### src/rtl/rx_sync_pkg.sv
package rx_sync_pkg;
  localparam int unsigned HIST_W    = 32;
  localparam int unsigned SYNC_BASE = 34;
  localparam int unsigned WIN_LEN   = 64;
  localparam int unsigned ERR_LIMIT = 6;
  localparam int unsigned RUN_LEN   = 32;

  typedef enum logic {
    ST_HUNT = 1'b0,
    ST_LOCK = 1'b1
  } sync_state_e;
endpackage

### src/rtl/rx_hist_pred.sv
module rx_hist_pred #(
  parameter int unsigned HIST_W = 32,
  localparam int unsigned LEN_W = $clog2(HIST_W)
) (
  input  logic              clk_i,
  input  logic              rst_ni,
  input  logic              shift_en_i,
  input  logic              shift_bit_i,
  input  logic              prbs_mode_i,
  input  logic [LEN_W-1:0]  len_i,
  input  logic [LEN_W-1:0]  tap_i,
  output logic [HIST_W-1:0] hist_o,
  output logic              pred_o
);
  logic [HIST_W-1:0] hist_q;

  // bit k holds the bit shifted in k+1 shifts ago
  always_ff @(posedge clk_i or negedge rst_ni) begin
    if (!rst_ni)         hist_q <= '0;
    else if (shift_en_i) hist_q <= {hist_q[HIST_W-2:0], shift_bit_i};
  end

  assign pred_o = hist_q[len_i] ^ (prbs_mode_i & hist_q[tap_i]);
  assign hist_o = hist_q;
endmodule

### src/rtl/rx_err_window.sv
module rx_err_window #(
  parameter int unsigned WIN_LEN   = 64,
  parameter int unsigned ERR_LIMIT = 6,
  localparam int unsigned CNT_W    = $clog2(WIN_LEN + 1)
) (
  input  logic clk_i,
  input  logic rst_ni,
  input  logic clr_i,
  input  logic upd_i,
  input  logic err_i,
  output logic over_o
);
  logic [WIN_LEN-1:0] win_q;
  logic [CNT_W-1:0]   cnt_q, cnt_nxt;

  assign cnt_nxt = cnt_q + CNT_W'(err_i) - CNT_W'(win_q[WIN_LEN-1]);
  assign over_o  = upd_i && (cnt_nxt >= CNT_W'(ERR_LIMIT));

  always_ff @(posedge clk_i or negedge rst_ni) begin
    if (!rst_ni) begin
      win_q <= '0;
      cnt_q <= '0;
    end else if (clr_i) begin
      win_q <= '0;
      cnt_q <= '0;
    end else if (upd_i) begin
      win_q <= {win_q[WIN_LEN-2:0], err_i};
      cnt_q <= cnt_nxt;
    end
  end
endmodule

### src/rtl/rx_run_det.sv
module rx_run_det #(
  parameter int unsigned RUN_LEN = 32,
  parameter bit          MATCH   = 1'b1,
  localparam int unsigned CNT_W  = $clog2(RUN_LEN + 1)
) (
  input  logic clk_i,
  input  logic rst_ni,
  input  logic vld_i,
  input  logic bit_i,
  output logic flag_o
);
  logic [CNT_W-1:0] cnt_q;

  always_ff @(posedge clk_i or negedge rst_ni) begin
    if (!rst_ni) cnt_q <= '0;
    else if (vld_i) begin
      if (bit_i != MATCH)                cnt_q <= '0;
      else if (cnt_q != CNT_W'(RUN_LEN)) cnt_q <= cnt_q + 1'b1;
    end
  end

  assign flag_o = (cnt_q == CNT_W'(RUN_LEN));
endmodule

### src/rtl/rx_pattern_sync.sv
module rx_pattern_sync
  import rx_sync_pkg::*;
#(
  parameter int unsigned HIST_W    = rx_sync_pkg::HIST_W,
  parameter int unsigned SYNC_BASE = rx_sync_pkg::SYNC_BASE,
  parameter int unsigned WIN_LEN   = rx_sync_pkg::WIN_LEN,
  parameter int unsigned ERR_LIMIT = rx_sync_pkg::ERR_LIMIT,
  parameter int unsigned RUN_LEN   = rx_sync_pkg::RUN_LEN,
  localparam int unsigned LEN_W    = $clog2(HIST_W)
) (
  input  logic              clk_i,
  input  logic              rst_ni,
  input  logic              rx_data_i,
  input  logic              rx_dis_i,
  input  logic              tx_bit_i,
  input  logic              loop_en_i,
  input  logic              rx_inv_i,
  input  logic              prbs_mode_i,
  input  logic [LEN_W-1:0]  len_i,
  input  logic [LEN_W-1:0]  tap_i,
  input  logic              manual_i,
  input  logic              resync_i,
  input  logic              capture_i,
  output logic              sync_o,
  output logic              err_o,
  output logic              bit_vld_o,
  output logic              all_ones_o,
  output logic              all_zeros_o,
  output logic [HIST_W-1:0] cap_word_o
);
  localparam int unsigned GOOD_W = $clog2(SYNC_BASE + HIST_W + 1);

  sync_state_e       state_q, state_d;
  logic [GOOD_W-1:0] good_q, good_d, thr;
  logic              res_q, cap_q, err_q, vld_q;
  logic [HIST_W-1:0] cap_q_word, hist;
  logic              rx_bit, vld, res_edge, cap_edge, lock;
  logic              pred, mismatch, shift_bit, over, win_clr, win_upd;
  logic [1:0]        run_flag;

  assign rx_bit   = (loop_en_i ? tx_bit_i : rx_data_i) ^ rx_inv_i;
  assign vld      = ~rx_dis_i;
  assign res_edge = resync_i & ~res_q;
  assign cap_edge = capture_i & ~cap_q;
  assign lock     = (state_q == ST_LOCK);
  assign mismatch = rx_bit ^ pred;
  // locked: reference free-runs on its own prediction
  assign shift_bit = (lock && !res_edge) ? pred : rx_bit;
  assign thr       = GOOD_W'(SYNC_BASE + 1) + GOOD_W'(len_i);

  rx_hist_pred #(.HIST_W(HIST_W)) u_hist (
    .clk_i       (clk_i),
    .rst_ni      (rst_ni),
    .shift_en_i  (vld),
    .shift_bit_i (shift_bit),
    .prbs_mode_i (prbs_mode_i),
    .len_i       (len_i),
    .tap_i       (tap_i),
    .hist_o      (hist),
    .pred_o      (pred)
  );

  assign win_upd = vld & lock & ~res_edge;
  assign win_clr = res_edge | ~lock | (over & ~manual_i);

  rx_err_window #(.WIN_LEN(WIN_LEN), .ERR_LIMIT(ERR_LIMIT)) u_win (
    .clk_i  (clk_i),
    .rst_ni (rst_ni),
    .clr_i  (win_clr),
    .upd_i  (win_upd),
    .err_i  (mismatch),
    .over_o (over)
  );

  for (genvar g = 0; g < 2; g++) begin : g_run
    rx_run_det #(.RUN_LEN(RUN_LEN), .MATCH(g[0])) u_run (
      .clk_i  (clk_i),
      .rst_ni (rst_ni),
      .vld_i  (vld),
      .bit_i  (rx_bit),
      .flag_o (run_flag[g])
    );
  end

  always_comb begin
    state_d = state_q;
    good_d  = good_q;
    if (res_edge) begin
      state_d = ST_HUNT;
      good_d  = '0;
    end else if (vld) begin
      if (!lock) begin
        if (mismatch) good_d = '0;
        else if (good_q + 1'b1 == thr) begin
          state_d = ST_LOCK;
          good_d  = '0;
        end else good_d = good_q + 1'b1;
      end else if (over && !manual_i) begin
        state_d = ST_HUNT;
        good_d  = '0;
      end
    end
  end

  always_ff @(posedge clk_i or negedge rst_ni) begin
    if (!rst_ni) begin
      state_q    <= ST_HUNT;
      good_q     <= '0;
      res_q      <= 1'b0;
      cap_q      <= 1'b0;
      err_q      <= 1'b0;
      vld_q      <= 1'b0;
      cap_q_word <= '0;
    end else begin
      state_q <= state_d;
      good_q  <= good_d;
      res_q   <= resync_i;
      cap_q   <= capture_i;
      err_q   <= win_upd & mismatch;
      vld_q   <= vld;
      if (cap_edge) cap_q_word <= hist;
    end
  end

  assign sync_o      = lock;
  assign err_o       = err_q;
  assign bit_vld_o   = vld_q;
  assign all_zeros_o = run_flag[0];
  assign all_ones_o  = run_flag[1];
  assign cap_word_o  = cap_q_word;
endmodule

### config.mk
export PLATFORM = sky130hd
export DESIGN_NAME = rx_pattern_sync
export DESIGN_NICKNAME = d
export VERILOG_FILES = /design/src/rtl/rx_sync_pkg.sv /design/src/rtl/rx_hist_pred.sv /design/src/rtl/rx_err_window.sv /design/src/rtl/rx_run_det.sv /design/src/rtl/rx_pattern_sync.sv
export SDC_FILE = /design/constraint.sdc
export NUM_CORES = 1
export LEC_CHECK = 0
export CORE_MARGIN = 5
export CORE_UTILIZATION = 50
export DETAILED_ROUTE_END_ITERATION = 8
export DONT_BUFFER_PORTS = 1
export PLACE_DENSITY = 0.66
export REMOVE_ABC_BUFFERS = 1
export SYNTH_ARGS = -nofsm -noshare
export SYNTH_HDL_FRONTEND = slang
export SYNTH_SLANG_ARGS = --single-unit
export TNS_END_PERCENT = 30
### constraint.sdc
create_clock -name clk_i -period 5.4 [get_ports clk_i]
set_clock_uncertainty 0.2 [all_clocks]
set_input_delay 0.54 -clock clk_i [delete_from_list [all_inputs] [get_ports clk_i]]
set_output_delay 0.54 -clock clk_i [all_outputs]
set_load 0.03 [all_outputs]
# After elaboration in Yosys (flattened, before gate mapping)
# Cells that the tools add are included.
classes:
  eq_ne: 8
  n_bitwise: 18
  reduce_logical: 10
  add_sub_neg: 6
  mux: 26
  n_lt_le_gt_ge: 3
op_table:
  columns: ["cell", "count"]
  rows:
  - ["64-bit two-way mux", 2]
  - ["7-bit two-way mux", 8]
  - ["6-bit two-way mux", 4]
  - ["6-bit by 1-bit adder with 6-bit output, second input constant", 2]
  - ["6-bit equality test, second input constant", 2]
  - ["5-bit by 6-bit less-than comparator with 1-bit output, second input constant", 2]
  - ["6-bit != test, second input constant", 2]
  - ["1-bit binary-select mux with 5-bit select", 2]
  - ["1-bit two-way mux", 10]
  - ["6-bit by 5-bit adder with 7-bit output, first input constant", 1]
  - ["7-bit by 1-bit adder with 7-bit output", 1]
  - ["7-bit by 1-bit adder with 7-bit output, second input constant", 1]
  - ["1-bit AND", 7]
  - ["7-bit equality test", 1]
  - ["7-bit by 3-bit >= comparator with 1-bit output, second input constant", 1]
  - ["7-bit by 1-bit subtractor with 7-bit output", 1]
  - ["1-bit NOT", 6]
  - ["2-bit AND reduction", 3]
  - ["2-bit nonzero test", 2]
  - ["1-bit logical AND", 3]
  - ["3-bit by 1-bit != test with 1-bit output, second input constant", 1]
  - ["1-bit XOR", 3]
  - ["1-bit zero test", 2]
  - ["2-bit by 1-bit != test with 1-bit output, second input constant", 1]
  - ["other kinds (2)", 3]
totals:
  output_inout_bits: 37
  reg_bits: 159
  inputBits: 21

# Longest topological paths before layout
# Gate-level depths: netlist of run 1.
depth:
  ltp_word: 14
  depth_mapped: 20
  mapped_depth_nobuf: 17

# By module
# A second synthesis of run 1 with hierarchy kept.
unflattened:
  hier_cells: 626
  area_unflattened_um2: 7688.6
modules_own_cells:
  columns: ["module", "cells_per_inst", "area_per_inst_um2", "n_inst"]
  rows:
  - ["rx_err_window", 278, 3170.5, 1]
  - ["rx_pattern_sync", 159, 2053.2, 1]
  - ["rx_hist_pred", 104, 1686.6, 1]
  - ["rx_run_det at g_run[1].u_run", 43, 390.4, 1]
  - ["rx_run_det at g_run[0].u_run", 42, 387.9, 1]

# Worst setup path after synthesis of run 1
# Ideal clock, no wire load.
synth_path:
  path_type: "input -> register"
  from: "input port tap_i[0]"
  to: "register u_win.cnt_q[3]"
  arrival_time_ns: 4.454
  setup_ns: 0.095
  t_required_ns: 5.105
  cell_stages: 18
  setup_slack_ns: 0.650
  path_cell_list: "buf_6 > mux4_1 > mux2i_1 > mux4_2 > nor2b_4 > xnor3_2 > inv_1 > ha_1 > fa_1 > a211o_1 > a2111oi_2 > nand3b_1 > xor2_1 > a31o_1 > nor3b_4 > buf_4 > inv_2 > o32ai_2"
synth_via:
  elab_chain_cells: 12
synth_lines:
  columns: ["item", "line", "rtl"]
  rows:
  - ["start: declaration", "rx_pattern_sync.sv:20", "input logic [LEN_W-1:0] tap_i,"]
  - ["1-bit binary-select mux with 5-bit select (*)", "rx_hist_pred.sv:23", "assign pred_o = hist_q[len_i] ^ (prbs_mode_i & hist_q[tap_i]);"]
  - ["1-bit two-way mux (implied by the code) (*)", "rx_hist_pred.sv:23", null]
  - ["1-bit AND (*)", "rx_hist_pred.sv:23", null]
  - ["1-bit XOR (*)", "rx_hist_pred.sv:23", null]
  - ["1-bit XOR (*)", "rx_pattern_sync.sv:46", "assign mismatch = rx_bit ^ pred;"]
  - ["7-bit by 1-bit adder with 7-bit output (*)", "rx_err_window.sv:16", "assign cnt_nxt = cnt_q + CNT_W'(err_i) - CNT_W'(win_q[WIN_LEN-1]);"]
  - ["7-bit by 1-bit subtractor with 7-bit output (*)", "rx_err_window.sv:16", null]
  - ["7-bit by 3-bit >= comparator with 1-bit output", "rx_err_window.sv:17", "assign over_o = upd_i && (cnt_nxt >= CNT_W'(ERR_LIMIT));"]
  - ["1-bit logical AND", "rx_err_window.sv:17", null]
  - ["1-bit AND", "rx_pattern_sync.sv:64", "assign win_clr = res_edge | ~lock | (over & ~manual_i);"]
  - ["1-bit OR", "rx_pattern_sync.sv:64", null]
  - ["7-bit two-way mux or 2-bit nonzero test (tied branches)", null, null]
  - ["end signal: assignment", "rx_err_window.sv:28", "cnt_q <= cnt_nxt;"]
  - ["end: declaration", "rx_err_window.sv:14", "logic [CNT_W-1:0] cnt_q, cnt_nxt;"]
# Every way passes the cells marked *; elsewhere a longest branch is shown, timed or not. The select of a mux whose other input is x is not followed.
# A chain may end at the register's enable or synchronous reset.

# Final worst setup path of run 1
layout_path:
  from: "register u_hist.hist_q[4] (netlist: u_hist.hist_o[4])"
  to: "register u_win.cnt_q[0]"
layout_via:
  elab_chain_cells: 12
layout_lines:
  columns: ["item", "line", "rtl"]
  rows:
  - ["start: declaration", "rx_hist_pred.sv:15", "logic [HIST_W-1:0] hist_q;"]
  - ["start signal: assignment", "rx_hist_pred.sv:20", "else if (shift_en_i) hist_q <= {hist_q[HIST_W-2:0], shift_bit_i};"]
  - ["1-bit binary-select mux with 5-bit select", "rx_hist_pred.sv:23", null]
  - ["1-bit two-way mux (implied by the code)", "rx_hist_pred.sv:23", null]
  - ["1-bit AND", "rx_hist_pred.sv:23", null]
  - ["1-bit XOR (*)", "rx_hist_pred.sv:23", null]
  - ["1-bit XOR (*)", "rx_pattern_sync.sv:46", null]
  - ["7-bit by 1-bit adder with 7-bit output (*)", "rx_err_window.sv:16", null]
  - ["7-bit by 1-bit subtractor with 7-bit output (*)", "rx_err_window.sv:16", null]
  - ["7-bit by 3-bit >= comparator with 1-bit output", "rx_err_window.sv:17", null]
  - ["1-bit logical AND", "rx_err_window.sv:17", null]
  - ["1-bit AND", "rx_pattern_sync.sv:64", null]
  - ["1-bit OR", "rx_pattern_sync.sv:64", null]
  - ["7-bit two-way mux or 2-bit nonzero test (tied branches)", null, null]
# Marks and branches as above.

==> impl_metrics.env, run 1 <==
export IMPL_status="complete, no violations"
export IMPL_core_area_um2=14400
export IMPL_worst_pin_slew_ns=0.953
export IMPL_synth_common_cells="dfrtp_1, a22o_1, mux2_2, nand2_1, mux2i_1"
export IMPL_grt_pass1_vias=4361
export IMPL_fp_dieW_um=131
export IMPL_cts_resized_gates=0
export IMPL_reg2regPathDepth=17
export IMPL_finalWorstPathRequiredPeriod_ns=4.90
export IMPL_synth_area_leaders="dfrtp_1, mux2_2, a22o_1"
export IMPL_crit_arrival_ns=5.03
export IMPL_setup_viol_count_final=0
export IMPL_r2r_setup_slack_ns=0.50
export IMPL_start_util_pct=50.5
export IMPL_viasPerCell=5.83
export IMPL_ys_warn_count=0
export IMPL_syn_mean_instance_area_um2=12.8
export IMPL_cts_root_buf="clkbuf_16"
export IMPL_hpwl_mm=8.64
export IMPL_fin_hold_ws_ns=0.0461
export IMPL_start_kind="register"
export IMPL_wl_met2_mm=6.32
export IMPL_grt_pass1_wl_mm=23.0
export IMPL_min_to="u_hist.hist_o[0]$_DFFE_PN0N_"
export IMPL_met1Wirelength_mm=6.57
export IMPL_drt_iter0_markers=321
export IMPL_insertion_delay_ns=0.42
export IMPL_num_antenna_cells=0
export IMPL_ios=58
export IMPL_wl_per_cell_um=18.0
export IMPL_netlist_top_cell_by_area="dfrtp_1"
export IMPL_synth_edff_count=0
export IMPL_numCtsBuffers=17
export IMPL_routed_wl_mm=13.8
export IMPL_synth_ff_type="dfrtp_1"
export IMPL_clock_sinks=159
export IMPL_overflow=0
export IMPL_hold_viol=0
export IMPL_dieHeight_um=131
export IMPL_power_net_switching_mw=1.45
export IMPL_p_int_mw=2.68
export IMPL_nets=603
export IMPL_fillCellCount=1185
export IMPL_sw_frac_of_total_pct=35.2
export IMPL_rr_endpoint="u_win.cnt_q[0]$_DFFE_PN0P_"
export IMPL_num_vias=4458
export IMPL_setup_tns_final_ns=0
export IMPL_clockBufferDepth=2
export IMPL_wl_met3_um=746
export IMPL_hold_path_class="input port to register"
export IMPL_antenna_found_initial=0
export IMPL_yosysTopAreaCellShare_pct=54.7
export IMPL_grtUsageTotal_pct=17.3
export IMPL_synth_seq_area_share_pct=54.7
export IMPL_period_share_pct=90.8
export IMPL_synth_cell_types=52
export IMPL_ys_ff_latch=159
export IMPL_syn_inst=568
export IMPL_grt_start_max_net_pins=160
export IMPL_hp_start="rx_dis_i"
export IMPL_critPathRequiredTime_ns=5.53
export IMPL_end_kind="register"
export IMPL_pre_cts_ws_ns=0.433
export IMPL_p_seq_share_pct=46.0
export IMPL_drc=0
export IMPL_gp_congestion=0.871
export IMPL_die_area_um2=17100
export IMPL_path_max_fanout=27
export IMPL_power_density_nw_per_um2=508
export IMPL_htree_levels=4
export IMPL_synthArstFlopShare_pct=100
export IMPL_cap_violations=0
export IMPL_reg2reg_from="u_hist.hist_o[4]$_DFFE_PN0N_"
export IMPL_maxSlewHeadroom_pct=35.9
export IMPL_drive_above_1_share_pct=20.8
export IMPL_synth_area_um2=7280
export IMPL_rsz0062_at_grt="no"
export IMPL_rows=44
export IMPL_synth_most_common_cell="dfrtp_1"
export IMPL_max_freq_ghz=0.204
export IMPL_cts_tree="yes"
export IMPL_area_growth_pct=11.8
export IMPL_combPwrFrac_pct=23.8
export IMPL_clkTransAtPathRegs_ns=0.06
export IMPL_clkPwrFrac_pct=30.2
export IMPL_p_leak_nw=3.71
export IMPL_critPathKind="register to register"
export IMPL_top_layer_used="met4"
export IMPL_drtPass1Iterations=5
export IMPL_ir_drop_mv=0.346
export IMPL_drv_slew=0
export IMPL_layout_setup_ws_ns=0.496
export IMPL_holdPathStages=1
export IMPL_ant_nets=0
export IMPL_io_buffers=0
==> cell families after synthesis <==
| group | Yosys count | share of synthesized area, % |
|---|---|---|
| flip-flops | 159 | 54.7 |
| buffers and inverters | 53 | 3.30 |
| adder cells (fa/ha/maj) | 14 | 2.51 |
| AO/OA/AOI/OAI | 121 | 12.8 |
| AND/OR/NAND/NOR | 97 | 6.81 |
| XOR/XNOR | 25 | 3.40 |
| multiplexers | 99 | 16.5 |
==> area by class of cell <==
class	count	area, um2	share of cell area (%)
Sequential cell	159	3980	48.9
Multi-Input combinational cell	356	3080	37.8
Clock buffer	18	439	5.40
Tap cell	184	230	2.83
Clock inverter	14	184	2.26
Timing Repair Buffer	11	138	1.69
Inverter	23	86.3	1.06
==> registers in the layout (all words and copies together), names as in the netlist <==
register / flops
u_win.cnt_q: 7
u_hist.hist_o: 32
good_q: 7
cap_q: 1
res_q: 1
bit_vld_o: 1
cap_word_o: 32
err_o: 1
sync_o: 1
g_run.u_run.cnt_q: 12
u_win.win_q: 64
==> metal layers <==
metal  track usage, %  up-vias
met5                0        -
met4             4.90        0
met3             5.73       12
met2             25.0       81
met1             25.1     2270
li1                 -     2095
==> cells in the final DEF, fill, tap and decap left out, drive strengths merged, types with 6 or more instances in the layout <==
cell / count
a22o: 68
nor2b: 6
a21oi: 8
nor3: 8
ha: 13
dfrtp: 159
mux2: 66
nor2: 14
xor2: 8
a31oi: 6
buf: 7
inv: 25
clkbuf: 18
mux2i: 24
xnor2: 15
o21ai: 19
nand3: 11
mux4: 9
nand2: 36
nand2b: 7
==> critical path, stage by stage, from the launching register on <==
cell and delay [ns]:
dfrtp_1 0.45, mux4_1 0.51, mux2i_1 0.14, mux4_2 0.29
nor2b_4 0.05, xnor3_2 0.42, inv_1 0.07, ha_1 0.22
fa_1 0.43, a211o_1 0.39, a2111oi_2 0.30, nand3b_1 0.19
xor2_1 0.20, a31o_1 0.16, nor3b_4 0.40, buf_12 0.23
nand2_1 0.07, o21ai_0 0.08
==> power groups by stage <==
stage	sequential [mW]	clock, mW	combinational [mW]
after floorplan	1.82	0	0.757
after global placement	1.91	0	0.922
after detailed placement	1.92	0	0.949
after CTS	1.90	1.28	0.986
after global routing	1.95	1.33	1.09
final	1.90	1.25	0.982
==> per-stage QoR <==
stage               area, um2  cells  power [mW]  utilization [%]
floorplan                7120    538        2.58                -
global placement         7440    728        2.84             51.6
detailed placement       7440    728        2.87             51.6
CTS                      8130    765        4.16             56.4
global route             8130    765        4.37             56.4
finish                   8130    765        4.13             56.4
==> worst max path at each step <==
stage | startpoint | to | slack (ns)
5_1_grt | u_hist.hist_o[4]$_DFFE_PN0N_ | u_win.win_q[51]$_DFFE_PN0P_ | 0.19
6_report | u_hist.hist_o[4]$_DFFE_PN0N_ | u_win.cnt_q[0]$_DFFE_PN0P_ | 0.50
3_5_place_dp | tap_i[0] | u_win.win_q[41]$_DFFE_PN0P_ | 0.43
3_3_place_gp | tap_i[0] | u_win.win_q[0]$_DFFE_PN0P_ | 0.52
2_1_floorplan | tap_i[0] | u_win.cnt_q[6]$_DFFE_PN0P_ | -0.30
4_1_cts | u_hist.hist_o[4]$_DFFE_PN0N_ | u_win.win_q[14]$_DFFE_PN0P_ | 0.51
==> timing repair <==
item                                   4_1_cts  5_1_grt
hold buffers                                 5        0
setup buffers                                0        0
endpoints found under the hold margin      163        0
(Power assumes the default switching activity.)
==> run 2, diff against run 1 <==
--- a/config.mk
+++ b/config.mk
@@ -10,6 +10,7 @@
 export DETAILED_ROUTE_END_ITERATION = 8
 export DONT_BUFFER_PORTS = 1
 export PLACE_DENSITY = 0.66
+export RECOVER_POWER = 50
 export REMOVE_ABC_BUFFERS = 1
 export SYNTH_ARGS = -nofsm -noshare
 export SYNTH_HDL_FRONTEND = slang
==> impl_metrics.env, run 2 (synthesis results as in run 1) <==
export IMPL_insertion_delay_ns=0.42
export IMPL_layout_commonest_cell="dfrtp_1"
export IMPL_numCtsBuffers=17
export IMPL_io_buffers=0
export IMPL_hold_viol=0
export IMPL_clockBufferDepth=2
export IMPL_overflow=0
export IMPL_multi_input_area_um2=3080
export IMPL_ir_drop_mv=0.346
export IMPL_max_freq_ghz=0.204
export IMPL_ant_nets=0
export IMPL_area_growth_pct=11.4
export IMPL_worst_pin_slew_ns=3.80
export IMPL_p_leak_nw=3.70
export IMPL_setup_tns_final_ns=0
export IMPL_finalWorstPathRequiredPeriod_ns=4.90
export IMPL_drc=0
export IMPL_largest_reg_flops=64
export IMPL_gp_congestion=0.871
export IMPL_viasPerCell=5.82
export IMPL_fin_area_um2=8110
export IMPL_nets=603
export IMPL_critPathKind="register to register"
export IMPL_htree_levels=4
export IMPL_grt_pass1_vias=4361
export IMPL_drtPass1Iterations=4
export IMPL_ios=58
export IMPL_cts_root_buf="clkbuf_16"
export IMPL_clock_sinks=159
export IMPL_period_share_pct=90.7
export IMPL_status="complete, but fails checks"
export IMPL_wl_per_cell_um=18.0
export IMPL_num_vias=4451
export IMPL_die_area_um2=17100
export IMPL_start_util_pct=50.5
export IMPL_fillCellCount=1190
export IMPL_antenna_found_initial=0
export IMPL_grt_pass1_wl_mm=23.0
export IMPL_maxSlewHeadroom_pct=-154
export IMPL_critPathRequiredTime_ns=5.53
export IMPL_power_total_mw=4.12
export IMPL_core_area_um2=14400
export IMPL_regMostFlops="u_win.win_q"
export IMPL_drive_above_1_share_pct=20.7
export IMPL_hpwl_mm=8.64
export IMPL_start_kind="register"
export IMPL_dieHeight_um=131
export IMPL_fp_dieW_um=131
export IMPL_postCtsSetupBuffers=0
export IMPL_hold_path_class="input port to register"
export IMPL_path_max_fanout=27
export IMPL_end_kind="register"
export IMPL_reg2regPathDepth=17
export IMPL_regArea_um2=3980
export IMPL_power_density_nw_per_um2=509
export IMPL_cap_violations=2
export IMPL_num_antenna_cells=0
export IMPL_fin_hold_ws_ns=0.0443
export IMPL_drt_iter0_markers=324
export IMPL_cts_resized_gates=0
export IMPL_rsz0062_at_grt="no"
export IMPL_final_cell_mix="dfrtp_1, a22o_1, mux2_2, nand2_1, mux2i_1"
export IMPL_postCtsHoldBufs=5
export IMPL_routed_wl_mm=13.8
export IMPL_clkTransAtPathRegs_ns=0.06
export IMPL_grtUsageTotal_pct=17.3
export IMPL_cts_tree="yes"
export IMPL_drv_slew=193
export IMPL_rows=44
export IMPL_place_area_um2=7440
export IMPL_grt_start_max_net_pins=160
export IMPL_violations="max-capacitance violations, max-slew violations"
export IMPL_setup_viol_count_final=0
export IMPL_holdPathStages=1
export IMPL_crit_arrival_ns=5.02
run 2: stage by stage:
stage                     cells  setup slack (ns)  util [%]
after floorplan             538            -0.299         -
after global placement      728             0.516      51.6
after detailed placement    728             0.433      51.6
after CTS                   765             0.512      56.4
after global routing        765             0.159      56.2
final                       765             0.505      56.2
run 2: power by group:
group          total, mW  switching, mW  internal [mW]  leakage, nW
Combinational      0.978          0.486          0.492         1.28
Clock               1.25          0.497          0.748        0.291
Sequential          1.90          0.465           1.44         2.13
Total               4.12           1.45           2.68         3.70
run 2: final timing paths:
check,from,to,slack [ns]
worst min-delay path,rx_dis_i,u_hist.hist_o[0]$_DFFE_PN0N_,0.04
max in group asynchronous,rst_ni,g_run[1].u_run.cnt_q[3]$_DFFE_PN0P_,1.04
worst max register to register,u_hist.hist_o[27]$_DFFE_PN0N_,u_win.cnt_q[0]$_DFFE_PN0P_,0.50
min in group asynchronous,rst_ni,cap_word_o[18]$_DFFE_PN0P_,1.72
worst min register to register,u_win.win_q[45]$_DFFE_PN0P_,u_win.win_q[46]$_DFFE_PN0P_,0.29
worst max-delay path,u_hist.hist_o[27]$_DFFE_PN0N_,u_win.cnt_q[0]$_DFFE_PN0P_,0.50
run 2: critical path, cell delays in order (launching register included):
cell	delay, ns
dfrtp_1	0.44
mux4_2	0.50
mux2i_1	0.17
mux4_2	0.29
nor2b_4	0.05
xnor3_2	0.41
inv_1	0.07
ha_1	0.22
fa_1	0.43
a211o_1	0.39
a2111oi_2	0.30
nand3b_1	0.19
xor2_1	0.20
a31o_1	0.16
nor3b_4	0.39
buf_12	0.23
nand2_1	0.07
o21ai_0	0.08
run 2: per-layer routing:
layer  GRT usage [%]  wire [um]  vias up
met3            5.73        716       14
met5               0          0        -
met2            25.0       6330       82
met1            25.1       6580     2267
met4            4.90        157        0
li1                -          -     2088
run 2: cell type report:
type	count	area share, %
Sequential cell	159	49.1
Inverter	23	1.06
Clock buffer	18	5.42
Clock inverter	14	2.27
Multi-Input combinational cell	356	38.0
Timing Repair Buffer	11	1.37
Tap cell	184	2.84
